### config.mk
export PLATFORM = sky130hd
export DESIGN_NAME = dist_gctl_top
export DESIGN_NICKNAME = d
export VERILOG_FILES = /design/src/rtl/dist_gctl_pkg.sv /design/src/rtl/dist_gctl_decode.sv /design/src/rtl/dist_gctl_enable.sv /design/src/rtl/dist_gctl_rdmux.sv /design/src/rtl/dist_gctl_top.sv
export SDC_FILE = /design/constraint.sdc
export NUM_CORES = 1
export LEC_CHECK = 0
export BUFFER_PORTS_ARGS = -buffer_cell sky130_fd_sc_hd__buf_2
export CAP_MARGIN = 20
export CORE_MARGIN = 2
export CORE_UTILIZATION = 33
export DETAILED_ROUTE_END_ITERATION = 12
export PLACE_DENSITY = 0.91
export SLEW_MARGIN = 15
export SYNTH_ARGS = -nofsm -noshare
export SYNTH_HDL_FRONTEND = slang
export SYNTH_SLANG_ARGS = --single-unit
### constraint.sdc
create_clock -name clk -period 1.24 [get_ports clk]
set_input_delay 0.124 -clock clk [delete_from_list [all_inputs] [get_ports clk]]
set_output_delay 0.124 -clock clk [all_outputs]
set_load 0.005 [all_outputs]
### src/rtl/dist_gctl_pkg.sv
package dist_gctl_pkg;

    localparam int DATA_W = 32;

    typedef enum logic [1:0] {
        WSEL_CTRL  = 2'd0,
        WSEL_CAPS  = 2'd1,
        WSEL_IDENT = 2'd2,
        WSEL_ZERO  = 2'd3
    } word_sel_e;

    typedef struct packed {
        logic             rd;
        logic             wr;
        word_sel_e        sel;
        logic [DATA_W-1:0] wdata;
    } bus_req_t;

    function automatic logic [DATA_W-1:0] caps_word(input int shared_lines, input int cpus);
        logic [DATA_W-1:0] w;
        w      = '0;
        w[4:0] = 5'(((32 + shared_lines) / 32) - 1);
        w[7:5] = 3'(cpus - 1);
        return w;
    endfunction

    function automatic logic [DATA_W-1:0] ident_word(input logic [7:0] product,
                                                      input logic [11:0] impl);
        logic [DATA_W-1:0] w;
        w        = '0;
        w[31:24] = product;
        w[11:0]  = impl;
        return w;
    endfunction

endpackage

### src/rtl/dist_gctl_decode.sv
module dist_gctl_decode
    import dist_gctl_pkg::*;
(
    input  logic              req_valid,
    input  logic              req_write,
    input  logic [1:0]        req_word,
    input  logic [DATA_W-1:0] req_wdata,
    output bus_req_t          req
);
    always_comb begin
        req.rd    = req_valid & ~req_write;
        req.wr    = req_valid & req_write;
        req.sel   = word_sel_e'(req_word);
        req.wdata = req_wdata;
    end
endmodule

### src/rtl/dist_gctl_enable.sv
module dist_gctl_enable
    import dist_gctl_pkg::*;
#(
    parameter int CPU_COUNT = 4
) (
    input  logic                 clk,
    input  logic                 rst,
    input  logic                 ctrl_wr,
    input  logic                 ctrl_bit,
    output logic                 enable,
    output logic [CPU_COUNT-1:0] wake
);
    logic en_q;
    logic wake_q;

    always_ff @(posedge clk) begin
        if (rst) begin
            en_q   <= 1'b0;
            wake_q <= 1'b0;
        end else begin
            wake_q <= ctrl_wr & ctrl_bit & ~en_q;
            if (ctrl_wr)
                en_q <= ctrl_bit;
        end
    end

    assign enable = en_q;

    for (genvar c = 0; c < CPU_COUNT; c++) begin : g_fan
        assign wake[c] = wake_q;
    end

    // a strobe only follows a real off-to-on transition
    a_r6_wake_on_rise: assert property (@(posedge clk) disable iff (rst)
        wake_q |-> (en_q && !$past(en_q)));
    // a strobe never lasts two cycles
    a_r6_wake_single: assert property (@(posedge clk) disable iff (rst)
        wake_q |=> !wake_q);
    // enable is off in the first cycle out of reset
    a_r2_reset_off: assert property (@(posedge clk) disable iff (rst)
        $fell(rst) |-> (!en_q && !wake_q));
    // without a control write the enable holds
    a_r7_hold: assert property (@(posedge clk) disable iff (rst)
        !ctrl_wr |=> $stable(en_q));
endmodule

### src/rtl/dist_gctl_rdmux.sv
module dist_gctl_rdmux
    import dist_gctl_pkg::*;
#(
    parameter logic [DATA_W-1:0] CAPS  = '0,
    parameter logic [DATA_W-1:0] IDENT = '0
) (
    input  logic              clk,
    input  logic              rst,
    input  logic              rd,
    input  word_sel_e         sel,
    input  logic              enable,
    output logic              rd_valid,
    output logic [DATA_W-1:0] rd_data
);
    logic [DATA_W-1:0] word_d;

    always_comb begin
        unique case (sel)
            WSEL_CTRL:  word_d = {{(DATA_W-1){1'b0}}, enable};
            WSEL_CAPS:  word_d = CAPS;
            WSEL_IDENT: word_d = IDENT;
            default:    word_d = '0;
        endcase
    end

    always_ff @(posedge clk) begin
        if (rst) begin
            rd_valid <= 1'b0;
            rd_data  <= '0;
        end else begin
            rd_valid <= rd;
            if (rd)
                rd_data <= word_d;
        end
    end

    // valid data follows exactly one read request
    a_r8_valid_timing: assert property (@(posedge clk) disable iff (rst)
        rd |=> rd_valid);
    a_r8_no_spurious: assert property (@(posedge clk) disable iff (rst)
        !rd |=> !rd_valid);
    // the zero slot returns nothing
    a_r1_zero_slot: assert property (@(posedge clk) disable iff (rst)
        (rd && sel == WSEL_ZERO) |=> (rd_data == '0));
    // control reads carry only bit 0
    a_r3_ctrl_upper: assert property (@(posedge clk) disable iff (rst)
        (rd && sel == WSEL_CTRL) |=> (rd_data[DATA_W-1:1] == '0));
endmodule

### src/rtl/dist_gctl_top.sv
module dist_gctl_top
    import dist_gctl_pkg::*;
#(
    parameter int          SHARED_LINES = 64,
    parameter int          CPU_COUNT    = 4,
    parameter logic [7:0]  PRODUCT_CODE = 8'h4B,
    parameter logic [11:0] IMPL_CODE    = 12'h43B
) (
    input  logic                 clk,
    input  logic                 rst,
    input  logic                 req_valid,
    input  logic                 req_write,
    input  logic [1:0]           req_word,
    input  logic [31:0]          req_wdata,
    output logic                 rd_valid,
    output logic [31:0]          rd_data,
    output logic [CPU_COUNT-1:0] wake_cpu
);
    localparam logic [DATA_W-1:0] CAPS_W  = caps_word(SHARED_LINES, CPU_COUNT);
    localparam logic [DATA_W-1:0] IDENT_W = ident_word(PRODUCT_CODE, IMPL_CODE);

    initial begin
        assert (CPU_COUNT >= 1 && CPU_COUNT <= 8);
        assert (SHARED_LINES % 32 == 0 && SHARED_LINES <= 988);
    end

    bus_req_t req;
    logic     enable;

    dist_gctl_decode u_decode (
        .req_valid (req_valid),
        .req_write (req_write),
        .req_word  (req_word),
        .req_wdata (req_wdata),
        .req       (req)
    );

    dist_gctl_enable #(.CPU_COUNT(CPU_COUNT)) u_enable (
        .clk      (clk),
        .rst      (rst),
        .ctrl_wr  (req.wr && req.sel == WSEL_CTRL),
        .ctrl_bit (req.wdata[0]),
        .enable   (enable),
        .wake     (wake_cpu)
    );

    dist_gctl_rdmux #(.CAPS(CAPS_W), .IDENT(IDENT_W)) u_rdmux (
        .clk      (clk),
        .rst      (rst),
        .rd       (req.rd),
        .sel      (req.sel),
        .enable   (enable),
        .rd_valid (rd_valid),
        .rd_data  (rd_data)
    );
endmodule

# [Word-level counts from Yosys, hierarchy flattened]
# Index checks and enable logic that the tools add are counted.
# Widths: inputs -> output; s select.
[op_classes] eq_ne=2 mux=1 n_bitwise=6 reduce_logical=2
[op_table] cell="$pmux 31 s3" n=1
[op_table] cell="$and 1x1->1" n=4
[op_table] cell="$eq 2x1->1 const B" n=1
[op_table] cell="$eq 2x2->1 const B" n=1
[op_table] cell="$logic_not 2->1" n=1
[op_table] cell="$not 1->1" n=2
[op_table] cell="$logic_and 1x1->1" n=1
[word_totals] reg_bits=35 input_bits=38 out_inout_bits=37 elab_cells=15

# [Longest topological paths before layout]
# Gate-level depths: netlist of the first run.
[depth] word_depth=4 mapped_depth=5 ltp_nobuf=5

# [By module]
# A second synthesis of the first run with hierarchy kept.
[unflattened] hier_cells=97 hier_area_um2=833.3
[modules_own_cells] module="dist_gctl_rdmux" instances=1 cells_each=51 area_per_inst_um2=452.9 seq_area_each_um2=100.1
[modules_own_cells] module="dist_gctl_decode" instances=1 cells_each=36 area_per_inst_um2=271.5 seq_area_each_um2=0.0
[modules_own_cells] module="dist_gctl_enable" instances=1 cells_each=9 area_per_inst_um2=96.3 seq_area_each_um2=40.0
[modules_own_cells] module="dist_gctl_top" instances=1 cells_each=1 area_per_inst_um2=12.5 seq_area_each_um2=0.0

# [Worst setup path before layout of the first run]
# Ideal clock, no wire load.
[synth_timing] kind="in2reg" startpoint="input port req_word[0]" endpoint="register u_rdmux.rd_data[0]" setup_ps=125 t_arrival_ps=687 required_time_ps=1115 slack_ps=428 stages=5 path_buffers=0 path_cell_list="inv_1 > ha_1 > a21o_1 > o21ai_0 > a211oi_2"
[synth_via] elab_chain_cells=2 word_cells_on_any_way=4 classes_between="eq/ne (2); mux (1); reduce/logical (1)"
[synth_rtl] item="start: declaration" line="dist_gctl_top.sv:13" text="input logic [1:0] req_word,"
[synth_rtl] item="$eq 2x2->1, or another cell as far along" line="dist_gctl_rdmux.sv:18" text="unique case (sel)"
[synth_rtl] item="$pmux 31 s3 (*)" line="dist_gctl_rdmux.sv:18"
[synth_rtl] item="end signal: assignment" line="dist_gctl_rdmux.sv:33" text="rd_data <= word_d;"
[synth_rtl] item="end: declaration" line="dist_gctl_rdmux.sv:13" text="output logic [DATA_W-1:0] rd_data"
# Every way passes the cells marked *; elsewhere a longest branch is shown, timed or not.
# A chain may end at the register's enable or synchronous reset.

==> impl_metrics.csv, run 1 <==
group,metric,value,unit
worst_setup_path,r2r_cells,3,
min_path,min_path_cells,2,
final_layout,design_area,547,um^2
grt,grt_max_degree,9,
clock_network,cts_tree,"yes",
sta,holdWs,123,ps
power_and_ir_drop,peakVddDrop,0.000398,V
floorplan,coreArea,1560,um^2
power_and_ir_drop,leakage,0.335,nW
worst_setup_path,regToRegSetupSlack,360,ps
synthesis,synthMuxAreaShare,7.06,%
worst_setup_path,slowest_stage,"dfxtp_1",
synthesis,synth_compound_area_share,4.42,%
routing,via_count,361,
grt,antenna_found_initial,0,
worst_setup_path,critPathBufInv,1,
place,place_area,520,um^2
synthesis,synthXorXnorAreaFrac,0,%
sta,max_freq,1050,MHz
clock_network,h-tree-depth,1,
clock_network,cts_made_buffers,3,
worst_setup_path,r2r-end,"u_rdmux.rd_data[0]",
final_layout,areaGrowthSynthToFinish,-3.53,%
floorplan,fp-row-count,14,
clock_network,numClockSinks,7,
clock_network,cts_buffer_depth,2,
routing,dr.pass1.iters,2,
synthesis,yosysTopAreaCellShare,42.4,%
synthesis,ys_async_sr_fraction,0,%
synthesis,ys_warn_count,0,
worst_setup_path,worstSetupEndpointType,"primary output",
floorplan,die-area,2070,um^2
clock_network,clock_latency,260,ps
synthesis,synth.distinct_cells,16,
synthesis,yosys-top-cells-area,"buf_4 (42%), dfxtp_1 (25%), mux2i_1 (7.1%)",
worst_setup_path,path_cells,"buf_2",
synthesis,yosys_register_bits,7,
clock_network,root_buffer,"clkbuf_4",
power_and_ir_drop,p_per_area,986,nW/um^2
routing,routed_via_density,3.97,
sta,skew,2.55,ps
floorplan,io_pins,75,
place,dp_cells,87,
clock_network,cts_hold_buf,0,
worst_setup_path,start_kind,"register",
synthesis,ys_seq_area_share,24.7,%
synthesis,synth-simple-area-share,10.8,%
final_layout,diodes,0,
clock_network,cts_setup_buffers,0,
floorplan,die_w,45.4,um
place,gp_congestion,0.680,
worst_setup_path,path_depth,1,
final_layout,finalNonFillerCells,91,
floorplan,die_h,45.4,um
routing,drc,0,
sta,rsz0062_at_grt,"no",
routing,drt_iter0_markers,3,
routing,ant_nets,0,
place,io_buffer_count,22,
floorplan,initial_utilization,36.4,%
sta,final-setup-viol-count,0,
min_path,hold_class,"input pin to register",
sta,slew_viol_final,0,
grt,track_usage,8.91,%
worst_setup_path,arrival,830,ps
synthesis,synth_commonest_cells,"buf_4 (32), dfxtp_1 (7), mux2i_1 (4), nor2_1 (4), ha_1 (3)",
sta,min_period,954,ps
worst_setup_path,slowest_delay,420,ps
run,max_cap_viol_count,0,
synthesis,synth_edf_count,0,
synthesis,synthCells,62,
worst_setup_path,critPathKind,"register to primary output",
synthesis,synth_fa_ha_area_share,6.62,%
grt,grt_pass1_wl,1.23,mm
routing,routedWlPerCell,9.10,um
sta,finalHoldViolCount,0,
outcome,status,"complete, no violations",
grt,overflow,0,
final_layout,drive_above_1_share,38.7,%
sta,tns,0,ps
worst_setup_path,crit_path_end,"rd_data[4]",
final_layout,nets,117,
synthesis,synth_top_area_cell,"buf_4",
synthesis,synth_top_family_by_area,"buffers and inverters",
synthesis,syn_avg_cell_area,9.14,um^2
worst_setup_path,cp_max_fo,8,
clock_network,clk_pin_slew,50,ps
grt,grt_pass1_vias,290,
routing,drt-total-wl,828,um
sta,final.period_utilization,77.0,%
worst_setup_path,timing.rr.start,"u_enable.enable",
worst_setup_path,cp.required,1120,ps
worst_setup_path,cp-startpoint,"u_rdmux.rd_data[27]",
place,dp_hpwl,675,um
clock_network,cts_resized,0,
worst_setup_path,cp_top_family,"flip-flops",
synthesis,synthFlopType,"dfxtp_1",
synthesis,yosysMostFrequentCell,"buf_4",
synthesis,syn_area,567,um^2
-- stage by stage --
| step | util (%) | total power, mW | setup WS, ps |
|---|---|---|---|
| after detailed placement | 33.4 | 0.326 | 239 |
| after CTS | 35.1 | 0.546 | 266 |
| final | 35.1 | 0.539 | 286 |
| after floorplan | - | 0.353 | 428 |
| after global routing | 35.1 | 0.580 | 216 |
| after global placement | 33.4 | 0.323 | 274 |
-- metal layers --
metal	wire, um	vias up	global-route usage (%)
met3	106	2	3.57
met5	0	-	0
met1	308	160	9.25
li1	-	167	-
met2	398	32	13.2
met4	14	0	8.82
-- cells in the final DEF, fill, tap and decap left out, types with 2 or more instances in the layout --
cell type / instances
buf_2: 22
clkbuf_4: 3
conb_1: 21
dfxtp_1: 7
ha_1: 3
inv_1: 2
mux2i_1: 4
nor2_1: 4
-- sequential cells by signal, indices dropped and copies added (netlist names) --
name,count
u_enable.enable,1
u_enable.wake_q,1
u_rdmux.rd_data,4
u_rdmux.rd_valid,1
-- power by group --
group | internal (mW) | total (mW) | switching (mW) | leakage (nW)
Sequential | 0.233 | 0.239 | 0.00568 | 0.0571
Clock | 0.123 | 0.218 | 0.0942 | 0.0150
Combinational | 0.0341 | 0.0824 | 0.0483 | 0.263
-- area by class of cell --
cell class	count	area [um^2]
multi-input cells	40	243
fillers	177	1010
flip-flops and latches	7	140
repair buffers	22	110
well taps	16	20.0
clock buffers	4	26.3
inverters	2	7.51
-- kinds of logic after synthesis --
group / after synthesis
AND/OR/NAND/NOR: 9
multiplexers: 4
buffers and inverters: 35
adder cells (fa/ha/maj): 3
AO/OA/AOI/OAI: 3
other: 1
flip-flops: 7
-- how the worst min path moves through the flow --
stage,startpoint,endpoint,slack [ps]
2_1_floorplan,rst,u_rdmux.rd_data[0],190
3_3_place_gp,req_wdata[0],u_enable.enable,370
3_5_place_dp,rst,u_rdmux.rd_data[0],400
4_1_cts,rst,u_rdmux.rd_data[0],130
5_1_grt,rst,u_rdmux.rd_data[0],120
6_report,rst,u_rdmux.rd_data[0],120
No activity file was read; power rests on OpenSTA's default activity.
==> inputs of run 2 (changes only) <==
- ABC_AREA: default -> 1
- CORE_UTILIZATION: 33 -> 27
- PLACE_DENSITY: 0.91 -> 0.82
- clock period: 1.24 -> 0.85 ns (I/O delays scaled with it)
==> run 2 against run 1 <==
Worst setup slack got worse by 250 ps. Clock power increased by 37%. Design area increased by 9.2%. Critical path type unchanged. Highest routed layer unchanged.
==> impl_metrics.csv, run 2 <==
group,metric,value,unit
grt,grt_pass1_vias,316,
floorplan,initial_utilization,28.4,%
worst_setup_path,cp_max_fo,8,
synthesis,yosysTopAreaCellShare,43.6,%
final_layout,n_fill_cell,215,
worst_setup_path,cp-startpoint,"u_rdmux.rd_data[27]",
place,io_buffer_count,22,
floorplan,die-area,2420,um^2
min_path,hold_end,"u_rdmux.rd_valid",
worst_setup_path,arrival,730,ps
routing,top_layer_used,"met4",
final_layout,regMostFlops,"u_rdmux.rd_data",
worst_setup_path,critPathKind,"register to primary output",
worst_setup_path,start_kind,"register",
routing,routedWlPerCell,6.53,um
routing,via_count,423,
final_layout,areaGrowthSynthToFinish,8.41,%
synthesis,ys_async_sr_fraction,0,%
synthesis,synthXorXnorAreaFrac,0,%
floorplan,die_w,49.2,um
routing,met3_length,173,um
floorplan,io_pins,75,
sta,final.period_utilization,96.0,%
sta,tns,0,ps
synthesis,yosysMostFrequentCell,"buf_4",
worst_setup_path,r2r-end,"u_rdmux.rd_data[0]",
clock_network,cts_made_buffers,3,
worst_setup_path,cp.required,760,ps
synthesis,synthFlopType,"dfxtp_1",
routing,drc,0,
synthesis,synth-simple-area-share,16.6,%
routing,ant_nets,0,
sta,min_period,816,ps
place,dp_hpwl,645,um
synthesis,yosys-top-cells-area,"buf_4 (44%), dfxtp_1 (25%), nor2_1 (8.2%)",
final_layout,most-common-layout-cells,"buf_2 (22), conb_1 (21), nor2_1 (12), nand2_1 (8), dfxtp_1 (6)",
worst_setup_path,timing.rr.start,"u_enable.enable",
power_and_ir_drop,peakVddDrop,0.000497,V
worst_setup_path,r2r_cells,4,
final_layout,nets,136,
synthesis,synth_fa_ha_area_share,6.82,%
worst_setup_path,path_cells,"buf_2",
synthesis,synth_top_family_by_area,"buffers and inverters",
min_path,hp-start,"rst",
clock_network,root_buffer,"clkbuf_4",
synthesis,syn_avg_cell_area,7.34,um^2
routing,met1Wirelength,226,um
routing,routed_via_density,3.50,
min_path,hold_class,"input pin to register",
grt,grt_max_degree,9,
clock_network,numClockSinks,7,
place,gp_congestion,0.685,
clock_network,cts_tree,"yes",
grt,track_usage,6.81,%
power_and_ir_drop,p_total,800,uW
sta,final-setup-viol-count,0,
power_and_ir_drop,leakage,0.377,nW
worst_setup_path,regToRegSetupSlack,160,ps
floorplan,die_h,49.2,um
synthesis,synth_commonest_cells,"buf_4 (32), nor2_1 (12), nand2_1 (8), dfxtp_1 (7), inv_1 (5)",
worst_setup_path,worstSetupEndpointType,"primary output",
outcome,status,"complete, no violations",
synthesis,synth_edf_count,0,
routing,dr.pass1.iters,4,
worst_setup_path,cp_top_family,"flip-flops",
synthesis,syn_area,551,um^2
sta,skew,0.0755,ps
grt,overflow,0,
floorplan,fp-row-count,16,
final_layout,diodes,0,
worst_setup_path,slowest_stage,"dfxtp_4",
final_layout,largest_register_ff_count,4,
synthesis,synth.distinct_cells,11,
final_layout,final_common_cell,"buf_2",
final_layout,drive_above_1_share,34.0,%
routing,drt-total-wl,790,um
routing,drt_iter0_markers,2,
synthesis,synth_compound_area_share,2.73,%
synthesis,synthCells,75,
floorplan,coreArea,1940,um^2
clock_network,clk_pin_slew,50,ps
clock_network,cts_setup_buffers,0,
routing,route.met2.wl,346,um
min_path,min_path_cells,2,
clock_network,cts_hold_buf,0,
power_and_ir_drop,p_per_area,1340,nW/um^2
worst_setup_path,critPathBufInv,1,
synthesis,synth_top_area_cell,"buf_4",
clock_network,cts_buffer_depth,2,
synthesis,yosys_register_bits,7,
synthesis,ys_seq_area_share,25.5,%
synthesis,ys_warn_count,0,
clock_network,h-tree-depth,1,
grt,antenna_found_initial,0,
run,max_cap_viol_count,0,
sta,finalHoldViolCount,0,
grt,grt_pass1_wl,1.13,mm
sta,slew_viol_final,0,
sta,rsz0062_at_grt,"no",
sta,max_freq,1230,MHz
clock_network,clock_latency,250,ps
final_layout,fin_util,30.7,%
synthesis,synthMuxAreaShare,0,%
worst_setup_path,slowest_delay,350,ps
clock_network,cts_resized,1,
run 2: changes by cell type after synthesis, moves of 2 or more:
cell	before	now
nor2_1	4	12
o21ai_0	1	3
nand2_1	0	8
inv_1	2	5
mux2i_1	4	0
run 2: worst max path at each step:
stage	endpoint	slack, ps	cells after the start
5_1_grt	wake_cpu[2]	0.04	1
3_3_place_gp	u_enable.wake_q	-30	6
6_report	rd_data[10]	30	1
3_5_place_dp	u_enable.wake_q	-40	6
2_1_floorplan	u_enable.wake_q	120	5
4_1_cts	rd_data[25]	10	1
run 2: final cells by class:
cell class | count | area [um^2] | area share (%)
inverter | 6 | 22.5 | 3.77
sequential | 7 | 144 | 24.1
tap | 27 | 33.8 | 5.66
multi-input combinational | 50 | 223 | 37.3
clock buffer | 4 | 26.3 | 4.40
timing repair buffer | 27 | 148 | 24.7
run 2: cells by family after synthesis:
family          after synthesis
compound gates                3
fa+ha+maj                     3
buf+inv                      38
flops                         7
other cells                   1
simple gates                 23
run 2: per-stage QoR:
stage | worst slack [ps] | hold slack (ps) | cells | instance area [um^2]
after floorplan | 118 | 157 | 95 | 626
after global placement | -32.7 | 273 | 117 | 567
after detailed placement | -44.3 | 276 | 117 | 567
after CTS | 12.2 | 6.45 | 121 | 594
after global routing | 0.0368 | 6.88 | 121 | 597
final | 34.1 | 8.85 | 121 | 597
run 2: power breakdown:
part	switching (mW)	internal (mW)	total [mW]
registers	0.0102	0.344	0.354
clock network	0.120	0.179	0.299
logic	0.0808	0.0657	0.147
run 2: per-layer routing:
layer	up-vias	global-route usage, %
li1	211	-
met1	165	4.49
met2	42	11.5
met3	5	3.07
met4	0	10.0
met5	-	0
==> inputs of run 3 (changes only) <==
- ABC_AREA: 1 -> default
- PLACE_DENSITY: 0.82 -> 0.81
==> run 3 against run 2 <==
Via count shrank 16%. Critical path type unchanged. Global-route usage grew 0.37 points. Worst hold slack gained 88 ps. Highest routed layer is now met3.
==> impl_metrics.csv, run 3 (synthesized netlist as in run 1, its figures left out) <==
group,metric,value,unit
outcome,status,"complete, no violations",
clock_network,cts_setup_buffers,0,
final_layout,largest_register_ff_count,4,
place,dp_hpwl,741,um
worst_setup_path,path_cells,"buf_2",
sta,max_freq,1210,MHz
final_layout,final_common_cell,"buf_2",
power_and_ir_drop,intPower,581,uW
min_path,hp-start,"rst",
clock_network,clk_pin_slew,50,ps
power_and_ir_drop,sw_frac_of_total,25.9,%
final_layout,finalNonFillerCells,107,
worst_setup_path,regToRegSetupSlack,90,ps
worst_setup_path,arrival,740,ps
final_layout,areaGrowthSynthToFinish,6.40,%
sta,slew_viol_final,0,
final_layout,n_fill_cell,223,
sta,skew,3.21,ps
worst_setup_path,start_kind,"register",
grt,grt_pass1_wl,1.25,mm
final_layout,multiInputGateArea,243,um^2
routing,ant_nets,0,
clock_network,root_buffer,"clkbuf_4",
clock_network,cts_made_buffers,3,
worst_setup_path,cp_top_family,"flip-flops",
routing,routed_via_density,3.33,
routing,routedWlPerCell,7.93,um
place,io_buffer_count,22,
floorplan,coreArea,1960,um^2
final_layout,fin_util,30.7,%
grt,grt_max_degree,9,
power_and_ir_drop,p_seq_share,44.2,%
final_layout,nets,122,
routing,drt-total-wl,849,um
worst_setup_path,slowest_stage,"dfxtp_4",
power_and_ir_drop,p_clk_share,38.4,%
floorplan,die-area,2480,um^2
worst_setup_path,r2r-end,"u_rdmux.rd_data[0]",
worst_setup_path,critPathKind,"register to primary output",
final_layout,most-common-layout-cells,"buf_2 (22), conb_1 (21), buf_4 (5), dfxtp_1 (5)",
final_layout,drive_above_1_share,45.0,%
min_path,hold_end,"u_rdmux.rd_data[0]",
place,dp_cells,103,
grt,grt_pass1_vias,279,
min_path,min_path_cells,2,
grt,overflow,0,
worst_setup_path,cp_max_fo,8,
routing,via_count,356,
power_and_ir_drop,p_per_area,1300,nW/um^2
min_path,hold_class,"input pin to register",
sta,final-setup-viol-count,0,
floorplan,initial_utilization,28.9,%
clock_network,numClockSinks,7,
power_and_ir_drop,leakage,0.361,nW
final_layout,register_area,145,um^2
run,max_cap_viol_count,0,
floorplan,die_h,49.8,um
routing,dr.pass1.iters,3,
routing,drt_iter0_markers,11,
worst_setup_path,r2r_cells,3,
routing,drc,0,
worst_setup_path,critPathBufInv,1,
clock_network,h-tree-depth,1,
clock_network,clock_latency,250,ps
sta,final.period_utilization,97.0,%
worst_setup_path,worstSetupEndpointType,"primary output",
clock_network,cts_hold_buf,0,
floorplan,io_pins,75,
sta,rsz0062_at_grt,"yes",
floorplan,die_w,49.8,um
place,gp_congestion,0.644,
worst_setup_path,timing.rr.start,"u_enable.enable",
clock_network,cts_buffer_depth,2,
power_and_ir_drop,peakVddDrop,0.000555,V
worst_setup_path,cp.required,760,ps
final_layout,regMostFlops,"u_rdmux.rd_data",
grt,antenna_found_initial,0,
sta,finalHoldViolCount,0,
power_and_ir_drop,power.switching,203,uW
power_and_ir_drop,pwr-share-comb,17.4,%
clock_network,cts_tree,"yes",
grt,track_usage,7.17,%
worst_setup_path,slowest_delay,370,ps
final_layout,diodes,0,
sta,min_period,824,ps
floorplan,fp-row-count,16,
==> run 3: changes by cell type in the layout (fill, tap and decap cells not counted), moves of 2 or more <==
cell     previous run  this run
inv_1               5         2
mux2i_1             0         4
nand2_1             8         0
nor2_1             12         4
o21ai_0             3         1
==> run 3: cell type report <==
type	instances	share of cell area (%)
clock buffer	4	4.36
tap	27	5.60
sequential	7	24.1
inverter	2	1.24
timing repair buffer	27	24.5
multi-input combinational	40	40.2
==> run 3: how the worst max path moves through the flow <==
stage | endpoint | startpoint | depth (start not counted)
after floorplan | u_rdmux.rd_data[0] | u_enable.enable | 3
after global placement | u_rdmux.rd_data[0] | req_word[0] | 6
after detailed placement | u_rdmux.rd_data[0] | req_word[0] | 6
after CTS | rd_data[3] | u_rdmux.rd_data[27] | 1
after global routing | rd_data[25] | u_rdmux.rd_data[27] | 1
final | rd_data[27] | u_rdmux.rd_data[27] | 1
==> run 3: power groups by stage <==
stage                     Sequential, mW  Clock (mW)  Combinational (mW)
after floorplan                    0.357           0               0.158
after global placement             0.355           0               0.133
final                              0.347       0.301               0.136
after global routing               0.348       0.321               0.157
after detailed placement           0.355           0               0.137
after CTS                          0.346       0.314               0.138
==> run 3: layer usage <==
layer	part of all wire [%]	global-route usage, %	wire length (um)
met1	35	7.08	298
met2	49	11.1	417
met3	16	6.67	133
met4	0	1.39	0
met5	0	0	0
==> run 3: what timing repair did <==
| action | 4_1_cts | 5_1_grt |
|---|---|---|
| resized for setup | 2 | 1 |
| endpoints found under the setup margin | 7 | 5 |
| pin swaps | 0 | 1 |
==> run 3: stage by stage <==
| stage | setup slack (ps) | area, um^2 | TNS [ps] | power [mW] | hold slack [ps] |
|---|---|---|---|---|---|
| after global placement | -58.2 | 572 | -109 | 0.488 | 336 |
| after floorplan | 55.7 | 642 | 0 | 0.515 | 150 |
| after global routing | -7.02 | 603 | -13.3 | 0.826 | 115 |
| after detailed placement | -103 | 572 | -226 | 0.493 | 366 |
| after CTS | 17.3 | 602 | 0 | 0.798 | 94.1 |
| final | 25.9 | 603 | 0 | 0.784 | 96.9 |
